===== src/rtl/lru4_tracker.sv =====
module lru4_tracker #(
  parameter int IDX_W = 2
) (
  input  logic             clk,
  input  logic             rst_n,
  input  logic             pair_mode,
  input  logic             acc_valid,
  input  logic [IDX_W-1:0] acc_line,
  output logic [IDX_W-1:0] victim
);
  localparam int SLOTS = 1 << IDX_W;
  localparam int ORD_W = SLOTS * IDX_W;

  logic [ORD_W-1:0] order_q, order_d, order_init;
  logic [IDX_W-1:0] hit_pos;
  logic             pair_q;

  always_comb begin
    for (int i = 0; i < SLOTS; i++)
      order_init[i*IDX_W +: IDX_W] = IDX_W'(i);
  end

  always_comb begin
    hit_pos = '0;
    for (int i = 0; i < SLOTS; i++)
      if (order_q[i*IDX_W +: IDX_W] == acc_line) hit_pos = IDX_W'(i);
  end

  always_comb begin
    order_d = order_q;
    if (acc_valid) begin
      order_d[IDX_W-1:0] = acc_line;
      for (int i = 1; i < SLOTS; i++)
        if (IDX_W'(i) <= hit_pos)
          order_d[i*IDX_W +: IDX_W] = order_q[(i-1)*IDX_W +: IDX_W];
    end
  end

  always_ff @(posedge clk) begin
    if (!rst_n) begin
      order_q <= order_init;
      pair_q  <= 1'b1;
    end else begin
      order_q <= order_d;
      if (acc_valid && acc_line[IDX_W-1:1] == '0)
        pair_q <= ~acc_line[0];
    end
  end

  assign victim = pair_mode ? IDX_W'(pair_q) : order_q[ORD_W-1 -: IDX_W];
endmodule


===== config.mk =====
export PLATFORM = sky130hd
export DESIGN_NAME = lru4_tracker
export DESIGN_NICKNAME = d
export VERILOG_FILES = /design/src/rtl/lru4_tracker.sv
export SDC_FILE = /design/constraint.sdc
export NUM_CORES = 1
export LEC_CHECK = 0
export ABC_AREA = 1
export BUFFER_PORTS_ARGS = -buffer_cell sky130_fd_sc_hd__buf_2
export CAP_MARGIN = 30
export CORE_MARGIN = 2
export CORE_UTILIZATION = 35
export CTS_BUF_LIST = sky130_fd_sc_hd__clkbuf_16
export CTS_CLUSTER_SIZE = 25
export DETAILED_ROUTE_END_ITERATION = 6
export PLACE_DENSITY = 0.51
export REMOVE_ABC_BUFFERS = 1
export SETUP_SLACK_MARGIN = 0.3
export SLEW_MARGIN = 0
export SYNTH_ARGS = -nofsm -noshare
export SYNTH_HDL_FRONTEND = slang
export SYNTH_SLANG_ARGS = --single-unit

===== constraint.sdc =====
create_clock -name clk -period 1.1 [get_ports clk]
set_input_delay 0.055 -clock clk [delete_from_list [all_inputs] [get_ports clk]]
set_output_delay 0.055 -clock clk [all_outputs]
set_load 0.1 [all_outputs]

==> results.ini, run 1 <==
[synth]
syn_area_per_cell_um2=7.11
yosys.area_share.xor_xnor=0.0560
yosysMostFrequentCell=nand2_1
yosys.area.top_type=dfxtp_1
synth_flop_cell=dfxtp_1
synth-adder-area-share=0
synth_common_cells=nand2_1 (18), dfxtp_1 (9), inv_1 (7)
synth_edf_count=0
synthSimpleGateAreaFrac=0.341
synth_area_leaders=dfxtp_1 (38%), nand2_1 (14%), inv_1 (5.6%)
ys_ff_latch=9
postSynthCellCount=66
yosysSeqAreaShare=0.384
ys_warn_count=0
yosysTopAreaCellShare=0.384
postSynth.asyncResetShare=0
synth.area.mux_share=0.0240
synth_area_um2=469
synth-compound-area-share=0.0960
yosysUniqueCellTypes=17
synth_top_family_by_area=simple AND/OR/NAND/NOR gates

[layout]
stdcell_area_um2=663
drive_gt1_frac=0.427
seqCellArea_um2=185
antenna_cells=0
layout.nets=82
final_core_util=0.523
n_fill_cell=127
stdcell_count=90
multi_input_comb_area_um2=282
syn2layout_area_growth_pct=41.3

[routing]
drt-pass1-iter-count=4
ant_nets=0
wirelength_um=914
vias_per_cell=4.67
drt_iter0_drc=2
wl_per_cell_um=10.2
post-route-drc-count=0
vias=420

[place]
place_congestion=0.686
pre_cts_slack_ns=0.0559
dp_hpwl_um=666
placed_area_um2=541
dp.cells=86
port-buffer-count=7

[floorplanning]
ios=8
die_y_um=40.6
initial_core_util=0.370
dieArea_mm2=0.00165
rows=13
die_w_um=40.6
coreArea_mm2=0.00127

[clocking]
cts.sinks=9
cts_tree=built
cts_buffers=3
clk_pin_slew_ns=0.04
clockBufferDepth=2
clkLatencyLatePin_ns=0.23
holdBufCountCts=0
h-tree-depth=1
root_buffer=clkbuf_16
cts_setup_buffers=0

[worst_hold_path]
worst_hold_path.num_cells=2
hold_start=rst_n
holdPathEnd=pair_q
worstHoldPathType=in -> reg

[global_routing]
grt_pass1_wl_um=1590
grt_pass1_vias=407
grt-ovfl-total=0
antenna_found_initial=0
grt_use_total=0.152
grt_start_max_net_pins=10

[sta]
skew_ns=0.000808
finalHoldViolCount=0
max_freq_mhz=938
drv_slew=0
post-route-period-util=0.970
setup_viol=0
max_slew_margin=0.856
fin_ws_ns=0.0333
fin_crit_ns=1.07
rsz0062_at_grt=true
tightestPinTransition_ns=0.216

[worst_setup_path]
r2r_slack_ns=0.09
critPathKind=reg -> out
r2r-start=order_q[7]
reg2reg_depth=9
start_kind=flip-flop
critPathRequiredTime_ns=1.04
critPathMaxFanout=3
end_kind=output port
crit_arrival_ns=1.01
r2r-end=order_q[4]

[pwr]
p_per_area_mw_per_mm2=1930
ir_drop_v=0.00109
leakage_nw=0.333

[run_status]
outcome=finished clean

[run]
cap_violations=0

through the flow:
| stage | setup TNS [ns] | hold WS [ns] | power, mW |
|---|---|---|---|
| finish | 0 | 0.102 | 1.28 |
| global placement | 0 | 0.333 | 0.629 |
| detailed placement | 0 | 0.334 | 0.628 |
| global route | -0.000518 | 0.105 | 1.35 |
| CTS | 0 | 0.0920 | 1.27 |
| floorplan | -0.586 | 0.139 | 0.556 |
kinds of logic after synthesis:
logic type             Yosys count
flip-flops                       9
multiplexers                     1
buffers and inverters           11
AO/OA/AOI/OAI                    7
XOR/XNOR                         3
AND/OR/NAND/NOR                 35
worst max path at each step:
stage	from	endpoint	slack (ns)	cells past startpoint
after floorplan	order_q[7]	victim[1]	-0.59	2
after global placement	order_q[6]	order_q[4]	0.05	6
after detailed placement	order_q[6]	order_q[4]	0.06	6
after CTS	order_q[6]	victim[0]	0.04	2
after global routing	order_q[7]	order_q[4]	-0.0005	9
final	order_q[6]	victim[0]	0.03	2
layout by cell type (no fill, tap or decap):
cell type and n:
xnor2_2 1, o21ai_2 1, o21ai_0 1, inv_1 5, a211oi_1 2, dfxtp_2 4, inv_2 5, nand3_4 1
nand2_4 1, nor2_2 1, xnor2_1 2, buf_2 5, nor2_1 5, nand2_2 5, nand2_1 16, nand3_2 1
clkbuf_16 3, dfxtp_1 5, o211ai_1 2, nand3_1 5, mux2_4 1, buf_12 2, a21oi_2 1
layer usage:
metal / part of all wire / routed length, um / GRT usage
met3: 0.050 / 46 / 0.0380
met1: 0.46 / 419 / 0.175
met4: 0.027 / 25 / 0.125
met5: 0 / 0 / 0
met2: 0.46 / 424 / 0.234
where the power goes:
group          switching (mW)  leakage, nW  internal, mW  total [mW]
Sequential             0.0262       0.0737         0.363       0.389
Combinational           0.166        0.217         0.108       0.274
Clock                   0.146       0.0423         0.474       0.620
state kept, by name (all words and copies together) (netlist names):
register,flops
order_q,8
pair_q,1
repair_timing:
action                                  CTS  global route
endpoints found under the setup margin    8             8
resized for setup                         6            10
pin swaps                                 2             0
area by class of cell:
cell class,instances,share of cell area
tap,15,0.0283
sequential,9,0.279
inverter,9,0.0509
clock buffer,3,0.113
timing repair buffer,7,0.0981
clock inverter,1,0.00566
multi-input combinational,46,0.425
critical path: stages (launching register included):
cell and delay, ns:
dfxtp_2 0.33, mux2_4 0.28, buf_12 0.17
Note: power is estimated with default switching activity, not from simulation.
==> run 2, diff against run 1 <==
--- a/config.mk
+++ b/config.mk
@@ -8,11 +8,11 @@
 export ABC_AREA = 1
 export BUFFER_PORTS_ARGS = -buffer_cell sky130_fd_sc_hd__buf_2
 export CAP_MARGIN = 30
-export CORE_MARGIN = 2
-export CORE_UTILIZATION = 35
+export CORE_AREA = 2 2 39 41
 export CTS_BUF_LIST = sky130_fd_sc_hd__clkbuf_16
 export CTS_CLUSTER_SIZE = 25
 export DETAILED_ROUTE_END_ITERATION = 6
+export DIE_AREA = 0 0 41 43
 export PLACE_DENSITY = 0.51
 export REMOVE_ABC_BUFFERS = 1
 export SETUP_SLACK_MARGIN = 0.3
==> results.ini, run 2 (synthesis gave the netlist of run 1 again) <==
[run_status]
outcome=finished clean

[layout]
syn2layout_area_growth_pct=41.6
layout_commonest_cell=nand2_1
final_core_util=0.480
largest_reg_flops=8
final_cell_mix=nand2_1 (17), inv_1 (6), nand3_1 (5), buf_2 (5), dfxtp_1 (5)
drive_gt1_frac=0.413
largest-register=order_q
antenna_cells=0
n_fill_cell=132
layout.nets=82
stdcell_area_um2=664
reg.largest.list=order_q (8), pair_q (1)

[floorplanning]
die_w_um=41
rows=14
die_y_um=43
dieArea_mm2=0.00176
ios=8
coreArea_mm2=0.00138
initial_core_util=0.339

[routing]
vias_per_cell=4.58
vias=417
post-route-drc-count=0
drt-pass1-iter-count=4
drt_iter0_drc=5
wirelength_um=885
ant_nets=0
wl_per_cell_um=9.73

[place]
place_congestion=0.719
port-buffer-count=7
dp_hpwl_um=630
placed_area_um2=542

[worst_setup_path]
reg2reg_depth=6
critPathKind=reg -> out
critPathMaxFanout=3
r2r-start=order_q[6]
critPathRequiredTime_ns=1.04
critPathLaunch=order_q[6]
start_kind=flip-flop
end_kind=output port
crit_arrival_ns=1.01

[global_routing]
grt_use_total=0.137
grt-ovfl-total=0
grt_pass1_wl_um=1570
grt_start_max_net_pins=10
grt_pass1_vias=373
antenna_found_initial=0

[clocking]
cts_setup_buffers=0
cts.sinks=9
clockBufferDepth=2
cts_buffers=3
clkLatencyLatePin_ns=0.24
h-tree-depth=1
holdBufCountCts=0
root_buffer=clkbuf_16
clk_pin_slew_ns=0.04
cts_tree=built

[pwr]
p_per_area_mw_per_mm2=1950
ir_drop_v=0.00105
p_total_mw=1.29
leakage_nw=0.332

[worst_hold_path]
hold_start=rst_n
worst_hold_path.num_cells=2
worstHoldPathType=in -> reg

[sta]
skew_ns=0.00166
drv_slew=0
post-route-period-util=0.973
tightestPinTransition_ns=0.212
rsz0062_at_grt=true
max_slew_margin=0.858
max_freq_mhz=935
finalHoldViolCount=0
setup_viol=0
tns_ns=0
fin_crit_ns=1.07

[run]
cap_violations=0

==> run 2: cell counts in the layout (fill, tap and decap cells not counted) <==
Identical to the previous run, type by type.
==> run 2: metal layers <==
metal / global-route usage / wire length, um / vias up
met2: 0.178 / 389 / 13
met3: 0.0628 / 59 / 4
met5: 0 / 0 / -
met4: 0.100 / 23 / 0
met1: 0.169 / 413 / 175
li1: - / - / 225
==> run 2: cell type report <==
class / instances / area [um^2] / share of cell area
multi-input cells: 46 / 282 / 0.424
repair buffers: 7 / 65.1 / 0.0979
clock inverters: 1 / 3.75 / 0.00565
inverters: 9 / 33.8 / 0.0508
clock buffers: 3 / 75.1 / 0.113
flip-flops and latches: 9 / 185 / 0.279
well taps: 16 / 20.0 / 0.0301
==> run 2: report_power, final <==
| group | internal (mW) | total [mW] | switching (mW) |
|---|---|---|---|
| clock network | 0.475 | 0.633 | 0.158 |
| logic | 0.108 | 0.272 | 0.164 |
| registers | 0.363 | 0.389 | 0.0263 |
==> run 2: path summary, 6_finish.rpt <==
kind           endpoint  slack, ns
max           victim[0]       0.03
min              pair_q       0.09
max reg2reg  order_q[4]       0.08
min reg2reg  order_q[4]       0.47
==> run 2: per-stage QoR <==
stage	hold WS, ns	worst slack (ns)	instances
after floorplan	0.139	-0.586	64
after global placement	0.330	0.0627	87
after detailed placement	0.328	0.0567	87
after CTS	0.0847	0.0306	91
after global routing	0.105	-0.0120	91
final	0.0899	0.0302	91
==> run 2: timing repair <==
item / in CTS / in global routing
endpoints found under the setup margin: 8 / 8
gates resized for setup: 4 / 11
pin swaps: 1 / 6
==> run 2: worst max-delay path: stages (launching register included) <==
cell	delay, ns
dfxtp_2	0.33
mux2_4	0.28
buf_12	0.17
==> run 3, diff against run 2 <==
--- a/config.mk
+++ b/config.mk
@@ -7,13 +7,13 @@
 export LEC_CHECK = 0
 export ABC_AREA = 1
 export BUFFER_PORTS_ARGS = -buffer_cell sky130_fd_sc_hd__buf_2
-export CAP_MARGIN = 30
 export CORE_AREA = 2 2 39 41
 export CTS_BUF_LIST = sky130_fd_sc_hd__clkbuf_16
 export CTS_CLUSTER_SIZE = 25
 export DETAILED_ROUTE_END_ITERATION = 6
 export DIE_AREA = 0 0 41 43
 export PLACE_DENSITY = 0.51
+export RECOVER_POWER = 100
 export REMOVE_ABC_BUFFERS = 1
 export SETUP_SLACK_MARGIN = 0.3
 export SLEW_MARGIN = 0
==> results.ini, run 3 (synthesis gave the netlist of run 1 again) <==
[routing]
ant_nets=0
drt_iter0_drc=5
wirelength_um=890
wl_per_cell_um=9.78
post-route-drc-count=0
vias=417
drt-pass1-iter-count=4
vias_per_cell=4.58

[pwr]
p_per_area_mw_per_mm2=1970
leakage_nw=0.327
p_total_mw=1.28
ir_drop_v=0.00105

[worst_hold_path]
worstHoldPathType=in -> reg
hold_start=rst_n
worst_hold_path.num_cells=2
holdPathEnd=pair_q

[global_routing]
grt_start_max_net_pins=10
grt_pass1_wl_um=1570
antenna_found_initial=0
grt-ovfl-total=0
grt_use_total=0.137
grt_pass1_vias=373

[sta]
rsz0062_at_grt=true
tightestPinTransition_ns=0.278
tns_ns=0
fin_ws_ns=0.0302
skew_ns=0.00166
finalHoldViolCount=0
post-route-period-util=0.973
max_slew_margin=0.816
drv_slew=0
fin_crit_ns=1.07
setup_viol=0
max_freq_mhz=935

[clocking]
cts_setup_buffers=0
cts_buffers=3
clkLatencyLatePin_ns=0.24
cts.sinks=9
h-tree-depth=1
root_buffer=clkbuf_16
clk_pin_slew_ns=0.04
cts_tree=built
holdBufCountCts=0
clockBufferDepth=2

[layout]
layout_commonest_cell=nand2_1
largest_reg_flops=8
largest-register=order_q
layout.nets=82
final_cell_mix=nand2_1 (17), inv_1 (6), nand3_1 (5), buf_2 (5), dfxtp_1 (5)
drive_gt1_frac=0.413
syn2layout_area_growth_pct=38.9
stdcell_area_um2=652
stdcell_count=91
antenna_cells=0
reg.largest.list=order_q (8), pair_q (1)

[run]
cap_violations=0

[worst_setup_path]
start_kind=flip-flop
critPathRequiredTime_ns=1.04
end_kind=output port
r2r-end=order_q[4]
r2r-start=order_q[6]
crit_arrival_ns=1.01
r2r_slack_ns=0.08
reg2reg_depth=6
critPathMaxFanout=3
critPathKind=reg -> out

[floorplanning]
ios=8
dieArea_mm2=0.00176
die_y_um=43
rows=14
initial_core_util=0.339
coreArea_mm2=0.00138
die_w_um=41

[place]
place_congestion=0.719
placed_area_um2=542
dp.cells=87
pre_cts_slack_ns=0.0567
port-buffer-count=7
dp_hpwl_um=630

[run_status]
outcome=finished clean

-- run 3: cell counts in the layout (fill, tap and decap cells not counted) --
Identical to the previous run, type by type.
-- run 3: area by class of cell --
| cell class | count | area, um^2 |
|---|---|---|
| Timing Repair Buffer | 7 | 52.6 |
| Tap cell | 16 | 20.0 |
| Clock inverter | 1 | 3.75 |
| Clock buffer | 3 | 75.1 |
| Fill cell | 134 | 732 |
| Inverter | 9 | 33.8 |
| Sequential cell | 9 | 185 |
| Multi-Input combinational cell | 46 | 282 |
-- run 3: critical path, cell delays in order (launching register included) --
cell	delay [ns]
dfxtp_2	0.33
mux2_4	0.28
buf_12	0.17
-- run 3: metrics by stage --
step	utilization	hold slack, ns
final	0.471	0.0899
after global routing	0.471	0.105
after CTS	0.460	0.0847
after detailed placement	0.392	0.328
after global placement	0.392	0.330
after floorplan	-	0.139
-- run 3: timing repair --
action	CTS	global route
gates resized for setup	4	11
endpoints found under the setup margin	8	8
pin swaps	1	6
-- run 3: where the power goes --
group | internal (mW) | total [mW] | switching (mW)
Combinational | 0.100 | 0.262 | 0.162
Sequential | 0.363 | 0.389 | 0.0263
Clock | 0.475 | 0.633 | 0.158
-- run 3: how the worst max path moves through the flow --
stage	startpoint	cells past startpoint	slack, ns	end
after floorplan	order_q[7]	2	-0.59	victim[1]
after global placement	order_q[6]	6	0.06	order_q[4]
after detailed placement	order_q[6]	6	0.06	order_q[4]
after CTS	order_q[6]	2	0.03	victim[0]
after global routing	order_q[5]	9	-0.01	order_q[4]
final	order_q[6]	2	0.03	victim[0]
-- run 3: layer usage --
| metal | global-route usage | up-vias | part of all wire |
|---|---|---|---|
| li1 | - | 225 | - |
| met1 | 0.169 | 175 | 0.46 |
| met2 | 0.178 | 13 | 0.44 |
| met3 | 0.0628 | 4 | 0.072 |
| met4 | 0.100 | 0 | 0.026 |
| met5 | 0 | - | 0 |
